<file path="src/rtl/irq_glue_pkg.sv">
package irq_glue_pkg;

    // Priority level presented to the processor, as a plain number
    typedef enum logic [2:0] {
        LVL_NONE = 3'd0,
        LVL_LOW  = 3'd1,
        LVL_MID  = 3'd2,
        LVL_TOP  = 3'd4
    } irq_level_e;

    // Registered state of the level combiner
    typedef struct packed {
        logic       mask;
        logic [2:0] ipl_n;
    } comb_state_t;

    // Registered state of the acknowledge decoder
    typedef struct packed {
        logic vpa_n;
    } ack_state_t;

    function automatic logic [2:0] level_to_lines(irq_level_e lvl);
        return ~lvl;
    endfunction

endpackage

</file>
<file path="src/rtl/irq_debounce.sv">
module irq_debounce #(
    parameter int CYCLES = 16
) (
    input  logic clk,
    input  logic rst_n,
    input  logic raw_on,
    output logic stable_on
);
    localparam int CNT_W = $clog2(CYCLES + 1);
    localparam logic [CNT_W-1:0] LAST = CNT_W'(CYCLES - 1);

    typedef struct packed {
        logic             stable;
        logic [CNT_W-1:0] cnt;
    } deb_state_t;

    deb_state_t st_d, st_q;

    always_comb begin
        st_d = st_q;
        if (raw_on == st_q.stable) begin
            st_d.cnt = '0;
        end else if (st_q.cnt == LAST) begin
            st_d.stable = raw_on;
            st_d.cnt    = '0;
        end else begin
            st_d.cnt = st_q.cnt + 1'b1;
        end
    end

    always_ff @(posedge clk) begin
        if (!rst_n) st_q <= '0;
        else        st_q <= st_d;
    end

    assign stable_on = st_q.stable;

endmodule

</file>
<file path="src/rtl/irq_level_comb.sv">
module irq_level_comb
    import irq_glue_pkg::*;
(
    input  logic       clk,
    input  logic       rst_n,
    input  logic       tmr_req,
    input  logic       dsk_req,
    input  logic       ser_req,
    input  logic       top_req,
    input  logic       mask_we,
    input  logic       mask_wdata,
    output logic       mask_o,
    output logic [2:0] ipl_n
);
    comb_state_t st_d, st_q;
    irq_level_e  lvl;
    logic        low_any;

    always_comb begin
        st_d    = st_q;
        low_any = tmr_req | (dsk_req & ~st_q.mask);
        if (top_req)      lvl = LVL_TOP;
        else if (ser_req) lvl = LVL_MID;
        else if (low_any) lvl = LVL_LOW;
        else              lvl = LVL_NONE;
        st_d.ipl_n = level_to_lines(lvl);
        if (mask_we) st_d.mask = mask_wdata;
    end

    always_ff @(posedge clk) begin
        if (!rst_n) begin
            st_q.mask  <= 1'b0;
            st_q.ipl_n <= 3'b111;
        end else begin
            st_q <= st_d;
        end
    end

    assign mask_o = st_q.mask;
    assign ipl_n  = st_q.ipl_n;

endmodule

</file>
<file path="src/rtl/irq_ack_decode.sv">
module irq_ack_decode
    import irq_glue_pkg::*;
#(
    parameter int ADDR_W   = 24,
    parameter int LOW_BITS = 4
) (
    input  logic              clk,
    input  logic              rst_n,
    input  logic              as_n,
    input  logic [ADDR_W-1:0] addr,
    output logic              vpa_n
);
    localparam int HI_W = ADDR_W - LOW_BITS;

    ack_state_t st_d, st_q;
    logic       in_window;

    always_comb begin
        st_d      = st_q;
        in_window = (addr[ADDR_W-1:LOW_BITS] == {HI_W{1'b1}});
        st_d.vpa_n = ~(~as_n & in_window);
    end

    always_ff @(posedge clk) begin
        if (!rst_n) st_q.vpa_n <= 1'b1;
        else        st_q <= st_d;
    end

    assign vpa_n = st_q.vpa_n;

endmodule

</file>
<file path="src/rtl/irq_glue.sv">
module irq_glue #(
    parameter int ADDR_W     = 24,
    parameter int ACK_LOW    = 4,
    parameter int DEB_CYCLES = 16
) (
    input  logic              clk,
    input  logic              rst_n,
    input  logic              tmr_irq,
    input  logic              dsk_irq,
    input  logic              ser_irq,
    input  logic              dbg_sw_n,
    input  logic              mask_we,
    input  logic              mask_wdata,
    input  logic              as_n,
    input  logic [ADDR_W-1:0] addr,
    output logic [2:0]        ipl_n,
    output logic              vpa_n
);
    logic sw_on;
    logic mask_q;

    irq_debounce #(.CYCLES(DEB_CYCLES)) u_deb (
        .clk       (clk),
        .rst_n     (rst_n),
        .raw_on    (~dbg_sw_n),
        .stable_on (sw_on)
    );

    irq_level_comb u_comb (
        .clk        (clk),
        .rst_n      (rst_n),
        .tmr_req    (tmr_irq),
        .dsk_req    (dsk_irq),
        .ser_req    (ser_irq),
        .top_req    (sw_on),
        .mask_we    (mask_we),
        .mask_wdata (mask_wdata),
        .mask_o     (mask_q),
        .ipl_n      (ipl_n)
    );

    irq_ack_decode #(.ADDR_W(ADDR_W), .LOW_BITS(ACK_LOW)) u_ack (
        .clk   (clk),
        .rst_n (rst_n),
        .as_n  (as_n),
        .addr  (addr),
        .vpa_n (vpa_n)
    );

endmodule

</file>
<file path="config.mk">
export PLATFORM = sky130hd
export DESIGN_NAME = irq_glue
export DESIGN_NICKNAME = d
export VERILOG_FILES = /design/src/rtl/irq_glue_pkg.sv /design/src/rtl/irq_debounce.sv /design/src/rtl/irq_level_comb.sv /design/src/rtl/irq_ack_decode.sv /design/src/rtl/irq_glue.sv
export SDC_FILE = /design/constraint.sdc
export NUM_CORES = 1
export LEC_CHECK = 0
export CAP_MARGIN = 40
export CORE_MARGIN = 1.5
export CORE_UTILIZATION = 26
export CTS_CLUSTER_SIZE = 30
export DETAILED_ROUTE_END_ITERATION = 6
export GPL_TIMING_DRIVEN = 0
export PLACE_DENSITY = 0.8
export SYNTH_ARGS = -nofsm -noshare
export SYNTH_HDL_FRONTEND = slang
export SYNTH_SLANG_ARGS = --single-unit
</file>
<file path="constraint.sdc">
create_clock -name clk -period 1.15 [get_ports clk]
set_input_delay 0.23 -clock clk [delete_from_list [all_inputs] [get_ports clk]]
set_output_delay 0.23 -clock clk [all_outputs]
set_load 0.05 [all_outputs]
</file>
==> results of run 1 <==
logic make-up after synthesis:
family / share of synthesized area
AND/OR/NAND/NOR: 0.2765
flip-flops: 0.5176
XOR/XNOR: 0.06178
buffers and inverters: 0.02647
AO/OA/AOI/OAI: 0.03528
adder cells (fa/ha/maj): 0.05881
multiplexers: 0.02353
timing repair:
action | in CTS | in global routing
endpoints found under the setup margin | 9 | 8
hold endpoints to repair | 0 | 0
gates resized for setup | 20 | 1
pin swaps | 5 | 1
setup buffers | 3 | 0
cells in the final DEF, fill, tap and decap left out:
master,synthesis,layout
nand3b_1,2,2
nand2_1,2,2
nor2_1,5,5
nor4_2,0,1
dfxtp_1,11,9
clkbuf_1,0,1
xnor2_1,2,2
nor2b_1,1,1
nand4b_1,1,1
clkdlybuf4s50_1,0,28
xor2_1,1,1
inv_1,3,3
and4_1,1,1
or4b_1,1,1
clkbuf_4,0,3
mux2i_1,1,1
nand3_1,1,1
and3_4,0,1
dfxtp_2,0,2
ha_4,0,2
buf_2,0,4
buf_4,0,3
o211a_1,1,1
nand4_1,4,4
a21oi_1,1,1
worst min path at each step:
stage	start	to	slack [ps]	cells after the start
finish	u_deb.stable_on	u_comb.ipl_n[2]	440	1
global route	addr[12]	u_ack.vpa_n	460	2
CTS	addr[12]	u_ack.vpa_n	440	2
detailed placement	u_deb.stable_on	u_comb.ipl_n[2]	430	1
global placement	u_deb.stable_on	u_comb.ipl_n[2]	410	1
floorplan	rst_n	u_comb.ipl_n[2]	300	1
through the flow:
stage / cell area (um^2) / hold WS (ps) / instances
after global routing: 833.3 / 458.3 / 97
after CTS: 827.0 / 440.9 / 97
after detailed placement: 798.3 / 433.5 / 90
after floorplan: 457.9 / 299.6 / 42
final: 833.3 / 441.6 / 97
after global placement: 798.3 / 414.5 / 90
cell type report:
class,count,area [um^2]
Inverter,3,11.26
Sequential cell,11,222.7
Fill cell,131,690.7
Tap cell,16,20.02
Timing Repair Buffer,35,322.8
Clock buffer,4,26.28
Multi-Input combinational cell,28,230.2
synthesized netlist by cell type (2+ instances only):
library cell and count:
dfxtp_1 11, nor2_1 5, inv_1 3, nand3b_1 2
nand2_1 2, xnor2_1 2, nand4_1 4, ha_1 2
report_power, final:
part           switching (mW)  total [mW]  leakage, nW  internal, mW
clock network           0.131       0.265       0.0150         0.134
registers             0.00545       0.396       0.0905         0.391
logic                  0.0427       0.143        0.207         0.100
total                   0.179       0.804        0.312         0.625
flip-flops by register name, indices dropped and copies added, names as in the netlist:
name	flops
u_comb.mask_o	1
u_deb.stable_on	1
u_deb.st_q	5
u_ack.vpa_n	1
u_comb.ipl_n	3
metal layers:
layer | vias to the layer above | GRT usage | routed length (um)
met5 | - | 0 | 0
met4 | 0 | 0.1091 | 10
met2 | 14 | 0.2567 | 662
met3 | 2 | 0.02917 | 69
met1 | 222 | 0.1205 | 410
li1 | 227 | - | -
==> results by group, run 1 <==
Run status
  • Status: finished, violations left
  • Failing checks: setup timing

Worst setup path
  • Worst reg2reg path endpoint: u_deb.st_q[4]
  • Worst path top cell family by delay: simple AND/OR/NAND/NOR gates
  • Register-to-register setup slack: -130 ps
  • Crit path depth: 5
  • Setup crit end kind: flip-flop
  • WP data required: 1350 ps
  • CP max stage cell: dfxtp_2
  • FF-to-FF Start: u_deb.st_q[0]
  • CP dominant cell by count: ha_4
  • Critical path arrival: 1480 ps
  • Critical Path Start: u_deb.st_q[0]
  • CP endpoint: u_deb.st_q[4]
  • Startpoint types: flip-flop
  • CP max FO: 5
  • CP Buf/Inv Count: 0
  • Crit path kind: reg -> reg
  • Worst-path cell chain: ha_4, and3_4, ha_4, nand3b_1, nor2_1
  • Slowest stage delay, CP: 340 ps
  • Worst r2r path cells: 5

Routing
  • DRC: 0
  • Antenna Nets Post-Route: 0
  • Vias post-DR: between 400 and 500
  • DR iter-0 viols: 3
  • Routed WL: 1153 um
  • Routed WL per cell: 11.89 um
  • Pre-antenna DRT Iters: 2
  • Vias per cell: approximately 4.8

Timing
  • Worst-margin pin slew: 257.9 ps
  • Final hold viol count: 0
  • Max Slew Vio Count: 0
  • Min Tclk post-route: 1280 ps
  • Fmax: around 0.8 GHz
  • Final setup fails: 6
  • Clk_skew: 1.344 ps
  • Fin worst setup slack: -129.7 ps
  • Unrepaired setup endpoints after global routing: true
  • Max_slew headroom: 0.8267
  • Final setup TNS: -694.1 ps
  • Tcrit/Tclk final: 1.113

Placement
  • Port bufs: 32
  • Place WS: -266.2 ps
  • GP Congestion: 0.6956
  • Final HPWL DP: 884.7 um

CTS
  • Worst-Skew Late Latency: 270 ps
  • Clock sink total: 11
  • TritonCTS Buffers: 3
  • CTS tree: yes
  • # hold bufs at CTS: 0
  • H-Tree Depth: 1
  • Clock tree buffer depth: 2
  • Root Buffer Master: clkbuf_4
  • Clock-pin slew of the registers on the worst-case setup and hold paths: 70 ps

Yosys
  • Yosys warns: 0
  • Post-Synthesis Cells: 42
  • Ys flop type: dfxtp_1
  • Ys async rst share: 0
  • Number of enable flip-flop cells after synthesis: 0
  • Syn_nets: 77
  • Mean Syn Cell Area: 10.13 um^2
  • Synth Cell Area: 425.4 um^2
  • Synth area leaders: dfxtp_1, ha_1, nand4_1, nor2_1, xnor2_1
  • Synth area leader: dfxtp_1
  • Netlist cell types: 19
  • Post-synthesis sequential area ratio: 0.5176
  • Synthesized flop and latch total: 11
  • Area fraction of the dominant cell type after synthesis: 0.5176

Finish
  • Share of post-route cells with drive strength above 1: 0.1975
  • Antenna diode count: 0
  • Synth-to-layout area growth: 95.88%
  • Layout Utilization: 0.5468
  • Final net count: approximately 120

Pwr
  • Total Power: 0.8037 mW
  • Power Dens Cells: around 960 nW/um^2
  • Pleak: 0.3122 nW
  • Peak VDD IR: 0.3604 mV

GRT
  • Gr ovfl total: 0
  • Pin count of the biggest net entering global routing: 8
  • Tot GR Track Use: 0.1356
  • First-pass GRT wire length: 1814 um
  • Vias in the first global route: approximately 470
  • Initial antenna violation count: 0

Die
  • Starting density of the core: 0.2791
  • Die area: 1888 um^2
  • Site Rows: 14
  • Horiz. Die Dim: between 40 and 50 um
  • # IOs: 37
  • Core area: ~1500 um^2
  • Die H: 43.45 um

Hold path
  • Min-Delay Path Class: reg -> reg

Run
  • Max-cap violations: 0
No activity file was read; power rests on OpenSTA's default activity.
==> inputs of run 2 (changes only) <==
--- a/config.mk
+++ b/config.mk
@@ -8,6 +8,7 @@
 export CAP_MARGIN = 40
 export CORE_MARGIN = 1.5
 export CORE_UTILIZATION = 26
+export CTS_CLUSTER_DIAMETER = 120
 export CTS_CLUSTER_SIZE = 30
 export DETAILED_ROUTE_END_ITERATION = 6
 export GPL_TIMING_DRIVEN = 0
==> results of run 2 <==
Same layout as run 1: the final DEF is identical, and so are final timing and power.
